===== config.mk =====
export PLATFORM = sky130hd
export DESIGN_NAME = interval_timer
export DESIGN_NICKNAME = d
export VERILOG_FILES = /design/src/rtl/tbtm_pkg.sv /design/src/rtl/tbtm_counter.sv /design/src/rtl/tbtm_tap_sel.sv /design/src/rtl/tbtm_ctrl.sv /design/src/rtl/interval_timer.sv
export SDC_FILE = /design/constraint.sdc
export NUM_CORES = 1
export LEC_CHECK = 0
export BUFFER_PORTS_ARGS = -buffer_cell sky130_fd_sc_hd__buf_2
export CAP_MARGIN = 40
export CORE_MARGIN = 5
export CORE_UTILIZATION = 54
export DETAILED_ROUTE_END_ITERATION = 16
export PLACE_DENSITY_LB_ADDON = 0.1
export SYNTH_ARGS = -nofsm -noshare
export SYNTH_HDL_FRONTEND = slang
export SYNTH_SLANG_ARGS = --single-unit

===== constraint.sdc =====
create_clock -name clk -period 3.47 [get_ports clk]
set_input_delay 0.694 -clock clk [delete_from_list [all_inputs] [get_ports clk]]
set_output_delay 0.694 -clock clk [all_outputs]
set_load 0.1 [all_outputs]

===== src/rtl/tbtm_pkg.sv =====
package tbtm_pkg;

   // control word bit positions
   localparam int unsigned CLR_BIT  = 0;
   localparam int unsigned FLAG_BIT = 1;
   localparam int unsigned EN_BIT   = 2;
   localparam int unsigned SEL_LSB  = 3;

   // width of the interval select field for a given tap count
   function automatic int unsigned sel_width(input int unsigned n);
      return (n <= 2) ? 1 : $clog2(n);
   endfunction

   // width of the whole control word
   function automatic int unsigned ctrl_width(input int unsigned n);
      return SEL_LSB + sel_width(n);
   endfunction

endpackage


===== src/rtl/tbtm_counter.sv =====
module tbtm_counter #(
   parameter int unsigned CNT_W = 22
) (
   input  logic             clk,
   input  logic             rst,
   input  logic             tick,
   input  logic             clr,
   output logic [CNT_W-1:0] cnt_q
);

   localparam logic [CNT_W-1:0] ONE = {{(CNT_W-1){1'b0}}, 1'b1};

   logic [CNT_W-1:0] cnt_d;

   // clear outranks the count tick
   always_comb begin
      cnt_d = cnt_q;
      if (clr)
         cnt_d = '0;
      else if (tick)
         cnt_d = cnt_q + ONE;
   end

   always_ff @(posedge clk) begin
      if (rst)
         cnt_q <= '0;
      else
         cnt_q <= cnt_d;
   end

endmodule


===== src/rtl/tbtm_tap_sel.sv =====
module tbtm_tap_sel #(
   parameter int unsigned CNT_W   = 22,
   parameter int unsigned TAP_CNT = 4,
   parameter int unsigned SEL_W   = 2,
   parameter int unsigned TAP_POS [TAP_CNT] = '{default: 0}
) (
   input  logic [CNT_W-1:0] cnt_q,
   input  logic             tick,
   input  logic [SEL_W-1:0] sel,
   output logic             ovf_hit
);

   localparam int unsigned SEL_SPAN = 1 << SEL_W;

   logic [TAP_CNT-1:0] carry_out;

   // a carry leaves bit p when bits [p:0] are all ones and the counter ticks
   for (genvar k = 0; k < TAP_CNT; k++) begin : g_tap
      if (TAP_POS[k] >= CNT_W) begin : g_bad
         $error("tap position %0d outside a %0d-bit counter", TAP_POS[k], CNT_W);
      end
      assign carry_out[k] = tick & (&cnt_q[TAP_POS[k]:0]);
   end

   if (TAP_CNT == SEL_SPAN) begin : g_full
      // every select code maps to a tap
      assign ovf_hit = carry_out[sel];
   end else begin : g_part
      // unused codes select no tap
      logic hit_v;
      always_comb begin
         hit_v = 1'b0;
         for (int unsigned i = 0; i < TAP_CNT; i++) begin
            if (sel == SEL_W'(i))
               hit_v = carry_out[i];
         end
      end
      assign ovf_hit = hit_v;
   end

endmodule


===== src/rtl/tbtm_ctrl.sv =====
module tbtm_ctrl
   import tbtm_pkg::*;
#(
   parameter int unsigned SEL_W  = 2,
   parameter int unsigned CTRL_W = SEL_LSB + SEL_W
) (
   input  logic              clk,
   input  logic              rst,
   input  logic              wr_en,
   input  logic [CTRL_W-1:0] wr_data,
   input  logic              ovf_hit,
   output logic              clr_cmd,
   output logic              flag_q,
   output logic              en_q,
   output logic [SEL_W-1:0]  sel_q,
   output logic [CTRL_W-1:0] rd_data,
   output logic              irq
);

   logic             flag_d;
   logic             en_d;
   logic [SEL_W-1:0] sel_d;
   logic             set_ok;

   assign clr_cmd = wr_en & wr_data[CLR_BIT];

   // a counter clear in the same cycle hides the overflow
   assign set_ok = ovf_hit & ~clr_cmd;

   // hardware set outranks the software write of zero
   always_comb begin
      flag_d = flag_q;
      if (set_ok)
         flag_d = 1'b1;
      else if (wr_en && !wr_data[FLAG_BIT])
         flag_d = 1'b0;
   end

   always_comb begin
      en_d  = en_q;
      sel_d = sel_q;
      if (wr_en) begin
         en_d  = wr_data[EN_BIT];
         sel_d = wr_data[SEL_LSB +: SEL_W];
      end
   end

   always_ff @(posedge clk) begin
      if (rst) begin
         flag_q <= 1'b0;
         en_q   <= 1'b0;
         sel_q  <= '0;
      end else begin
         flag_q <= flag_d;
         en_q   <= en_d;
         sel_q  <= sel_d;
      end
   end

   always_comb begin
      rd_data                    = '0;
      rd_data[FLAG_BIT]          = flag_q;
      rd_data[EN_BIT]            = en_q;
      rd_data[SEL_LSB +: SEL_W]  = sel_q;
   end

   assign irq = flag_q & en_q;

endmodule


===== src/rtl/interval_timer.sv =====
module interval_timer
   import tbtm_pkg::*;
#(
   parameter int unsigned CNT_W   = 22,
   parameter int unsigned TAP_CNT = 4,
   parameter int unsigned TAP_POS [TAP_CNT] = '{12, 14, 16, 21}
) (
   input  logic                           clk,
   input  logic                           rst,
   input  logic                           tick_en,
   input  logic                           wr_en,
   input  logic [ctrl_width(TAP_CNT)-1:0] wr_data,
   output logic [ctrl_width(TAP_CNT)-1:0] rd_data,
   output logic [CNT_W-1:0]               count_val,
   output logic                           irq
);

   localparam int unsigned SEL_W  = sel_width(TAP_CNT);
   localparam int unsigned CTRL_W = ctrl_width(TAP_CNT);

   if (CNT_W < 2) begin : g_bad_w
      $error("counter width %0d too small", CNT_W);
   end
   if (TAP_CNT < 2) begin : g_bad_n
      $error("at least two taps needed, got %0d", TAP_CNT);
   end

   logic             clr_cmd;
   logic             ovf_hit;
   logic             flag_q;
   logic             en_q;
   logic [SEL_W-1:0] sel_q;

   tbtm_counter #(
      .CNT_W (CNT_W)
   ) u_cnt (
      .clk   (clk),
      .rst   (rst),
      .tick  (tick_en),
      .clr   (clr_cmd),
      .cnt_q (count_val)
   );

   tbtm_tap_sel #(
      .CNT_W   (CNT_W),
      .TAP_CNT (TAP_CNT),
      .SEL_W   (SEL_W),
      .TAP_POS (TAP_POS)
   ) u_tap (
      .cnt_q   (count_val),
      .tick    (tick_en),
      .sel     (sel_q),
      .ovf_hit (ovf_hit)
   );

   tbtm_ctrl #(
      .SEL_W  (SEL_W),
      .CTRL_W (CTRL_W)
   ) u_ctrl (
      .clk     (clk),
      .rst     (rst),
      .wr_en   (wr_en),
      .wr_data (wr_data),
      .ovf_hit (ovf_hit),
      .clr_cmd (clr_cmd),
      .flag_q  (flag_q),
      .en_q    (en_q),
      .sel_q   (sel_q),
      .rd_data (rd_data),
      .irq     (irq)
   );

endmodule


# ---- Word level (Yosys, flattened, before mapping)
# Index checks and enable logic that the tools add are counted.
dict set report op_classes {
  n_addsub 1
  magnitude_cmp 1
  muxes 4
  bitwise 8
  n_reduce_logical 8
}
# op count
set ops {}
lappend ops {{adder 22 x 1 -> 22 bit (second input constant)} 1}
lappend ops {{AND reduction 22 bit} 1}
lappend ops {{AND reduction 17 bit} 1}
lappend ops {{AND reduction 15 bit} 1}
lappend ops {{AND reduction 13 bit} 1}
lappend ops {{AND 1 bit} 7}
lappend ops {{< comparator 2 x 3 -> 1 bit (second input constant)} 1}
lappend ops {{two-way mux 1 bit} 3}
lappend ops {{binary-select mux 1 bit (select 2 bit)} 1}
lappend ops {{nonzero test 2 bit} 1}
lappend ops {{OR reduction 2 bit} 1}
lappend ops {{logical AND 1 bit} 1}
lappend ops {{logical NOT 1 bit} 1}
lappend ops {{inverter 1 bit} 1}
dict set report word_totals {
  register_bits 26
  inputBits 9
  out_inout_bits 28
  elab_cells 26
}

# ---- Depth between registers and ports, before layout
dict set report depth {
  depth_word 6
  depth_mapped 8
  mapped_depth_nobuf 7
}

# ---- By module
# Synthesis repeated with hierarchy kept, for this count alone.
dict set report hier_totals {
  cells_unflattened 150
  hier_area_um2 1313.8
}
# module n_inst cells_per_inst area_each_um2
set modules_own_cells {}
lappend modules_own_cells {tbtm_counter 1 116 1046.0}
lappend modules_own_cells {tbtm_ctrl 1 22 200.2}
lappend modules_own_cells {tbtm_tap_sel 1 12 67.6}

# ---- Worst setup path after synthesis
# OpenSTA, ideal clock, no wires.
dict set report synth_path {
  kind {register -> register}
  startpoint {register u_cnt.cnt_q[0]}
  endpoint {register u_cnt.cnt_q[20]}
  setup_ps 70
  arrival_ps 2267
  required_ps 3400
  path_slack_ps 1133
  stages_incl_launch_ff 7
  path_buffers 1
  cell_sequence {dfxtp_1 > ha_1 > and4_1 > buf_2 > nand4_1 > or3_1 > a21oi_1}
}
dict set report synth_between {
  elab_chain_len 1
}
# item line_no
set synth_rtl {}
lappend synth_rtl {{start: declaration} tbtm_counter.sv:8} ;# output logic [CNT_W-1:0] cnt_q
lappend synth_rtl {{start signal: assignment} tbtm_counter.sv:28} ;# cnt_q <= cnt_d;
lappend synth_rtl {{adder 22 x 1 -> 22 bit} tbtm_counter.sv:21} ;# cnt_d = cnt_q + ONE;
# Every way passes these cells.
# A chain may end at the register's enable or synchronous reset.

# ---- Worst setup path after layout
dict set report layout_path {
  startpoint {register u_cnt.cnt_q[3]}
  endpoint {output count_val[3]}
}
# item line_no
set layout_rtl {}
lappend layout_rtl {{end: declaration} interval_timer.sv:14} ;# output logic [CNT_W-1:0] count_val,
# No word-level cell between the ends.

==> metrics.csv <==
stage,metric,value,unit
status,outcome,"finished, final reports clean",
yosys,ys_seq_area_share,39.7,%
yosys,syn-cell-area,1310,um2
placement,portBuffers,35,
setup_path,cp_num_buf_inv,1,
setup_path,path_class,flip-flop to primary output,
yosys,ys_ff_latch,26,
setup_path,rrSetupSlack,1670,ps
sta,min_period,2100,ps
floorplanning,start_util,58.1,%
yosys,async_flop_share,0,%
floorplanning,die_x,59.3,um
global_route,gr-usage-all-layers,17.5,%
global_route,grt_pass1_vias,1105,
min_path,worstHoldPathType,flip-flop to flip-flop,
sta,slew_headroom,47.7,%
routing,wl_per_cell,14.3,um
yosys,synth_area_leaders,"dfxtp_1 (40%), nand3_1 (5.3%), nor2_1 (4.3%)",
setup_path,worstPathArrival,1400,ps
global_route,antenna_found_initial,0,
sta,tns,0,ps
routing,vias,1200,
sta,rsz0062_at_grt,no,
floorplanning,io_pins,37,
cells_and_area,num-nets-final,188,
sta,max_freq,477,MHz
routing,drt_iter0_markers,35,
cells_and_area,layout_commonest_cell,buf_2,
setup_path,r2r_cells,4,
setup_path,cpMaxStageDelayCell,dfxtp_1,
yosys,synth_edf_count,0,
min_path,worstHoldStart,u_cnt.cnt_q[18],
min_path,min_to,u_cnt.cnt_q[18],
clock_tree,cts_tree,built,
yosys,ys_types,38,
global_route,grt_pass1_wl,4.82,mm
clock_tree,cts_num_sinks,26,
yosys,synth_fp_nets,160,
sta,slew_violations,0,
cells_and_area,antenna_cells,0,
setup_path,crit_path_cell_trace,buf_2,
sta,finalHoldViolations,0,
routing,drt-total-wl,2.90,mm
clock_tree,cts.path.max_buffers,2,
setup_path,crit_family,flip-flops,
clock_tree,clockRootBuffer,clkbuf_4,
cells_and_area,fillers,212,
setup_path,crit_fanout,13,
cells_and_area,stdcell_area,1470,um2
routing,postRouteAntennaNets,0,
job,max-cap-violations,0,
yosys,synth.avg_cell_area,8.79,um2
cells_and_area,drive_gt1_share,25.7,%
sta,fin_skew,3.21,ps
yosys,synth_top_cell_by_area,dfxtp_1,
clock_tree,htree_levels,1,
placement,dp_hpwl,2.20,mm
power,peakVddDrop,0.261,mV
setup_path,cpPeakStageDelay,580,ps
routing,via_per_inst,5.91,
yosys,synth.top_cell.area_share,39.7,%
yosys,yosysWarnings,0,
power,p_leak,0.605,nW
sta,worst_slack,1370,ps
setup_path,cp-start-kind,flip-flop,
placement,routabilityCongestion,0.741,
setup_path,regToRegEndpoint,u_cnt.cnt_q[15],
floorplanning,die_area,3510,um2
yosys,syn_inst,149,
cells_and_area,mostFrequentLayoutCells,"buf_2 (35), dfxtp_1 (26), nor2_1 (15)",
placement,place_area,1440,um2
setup_path,rr_startpoint,u_cnt.cnt_q[4],
clock_tree,cts_setup_buffers,0,
power,cellPowerDensity,332,nW/um2
min_path,holdPathStages,2,
placement,place_ws,1290,ps
clock_tree,hold_buffers,0,
clock_tree,clk_pin_slew,130,ps
floorplanning,core-area,2250,um2
sta,worst_pin_slew,784,ps
global_route,grt_start_max_net_pins,25,
global_route,grt-ovfl-total,0,
yosys,synth-main-ff-cell,dfxtp_1,
routing,dr.pass1.iters,4,
clock_tree,cts_made_buffers,3,
clock_tree,cts_resized,0,
sta,setup_viol,0,
routing,drc,0,
sta,period_share,60.5,%
floorplanning,rows,17,
setup_path,required,2780,ps
clock_tree,clk_latency,320,ps
setup_path,worstSetupStartpoint,u_cnt.cnt_q[3],
cells_and_area,syn2layout_area_growth,11.9,%
setup_path,endpoint_kind,primary output,
floorplanning,die_y,59.3,um
-- where the power goes --
group          total, mW  internal (mW)  switching, mW  leakage [nW]
combinational     0.0564         0.0115         0.0450         0.381
sequential         0.306          0.302        0.00355         0.210
clock              0.124         0.0407         0.0836        0.0138
-- layout make-up --
cell class | count | area, um2 | area share [%]
clock buffers | 3 | 22.5 | 1.54
inverters | 3 | 11.3 | 0.768
multi-input cells | 108 | 702 | 47.9
flip-flops and latches | 26 | 520 | 35.5
well taps | 28 | 35.0 | 2.39
repair buffers | 35 | 175 | 11.9
-- metal layers --
layer / track usage (%) / share of wire [%]
met5: 0 / 0
met4: 5.83 / 1.5
met3: 2.83 / 6.4
met2: 30.7 / 50
met1: 21.4 / 42
-- metrics by stage --
stage | hold slack [ps] | power (mW) | instances | utilization (%)
floorplan | 476 | 0.360 | 149 | -
global placement | 486 | 0.368 | 200 | 64.0
detailed placement | 508 | 0.369 | 200 | 64.0
CTS | 528 | 0.491 | 203 | 65.0
global route | 557 | 0.507 | 203 | 65.0
finish | 525 | 0.486 | 203 | 65.0
-- registers in the layout, indices dropped and copies added (netlist names) --
name,cells
u_ctrl.sel_q,2
u_ctrl.en_q,1
u_cnt.cnt_q,22
u_ctrl.flag_q,1
-- worst max path at each step --
stage / endpoint / cells past startpoint / slack [ps]
after floorplan: u_cnt.cnt_q[20] / 6 / 1130
after global placement: u_cnt.cnt_q[21] / 5 / 1350
after detailed placement: u_cnt.cnt_q[21] / 5 / 1290
after CTS: count_val[3] / 1 / 1370
after global routing: count_val[3] / 1 / 1310
final: count_val[3] / 1 / 1370
-- cells in the mapped netlist (all sizes together) (3+ instances only) --
master	n
a21oi	11
and3	3
and4	4
buf	10
dfxtp	26
inv	3
mux2i	5
nand2	5
nand3	14
nand4	7
nand4b	3
nor2	15
o21ai	9
o31ai	3
or3	4
xnor2	3
xor2	6
-- worst min-delay path, cell delays in order (launching register included) --
cell,delay [ps]
dfxtp_1,360
o31ai_1,70
a21oi_1,60
-- kinds of logic (layout without fill, tap and decap cells) --
family          Yosys count  in the layout  share of synthesized area (%)
simple gates             64             64                           29.5
compound gates           27             27                           12.0
buf+inv                  15             41                           6.69
other cells               1              1                          0.286
flops                    26             26                           39.7
xor+xnor                  9              9                           6.02
mux                       5              5                           3.82
fa+ha+maj                 2              2                           1.91
(Power assumes the default switching activity.)
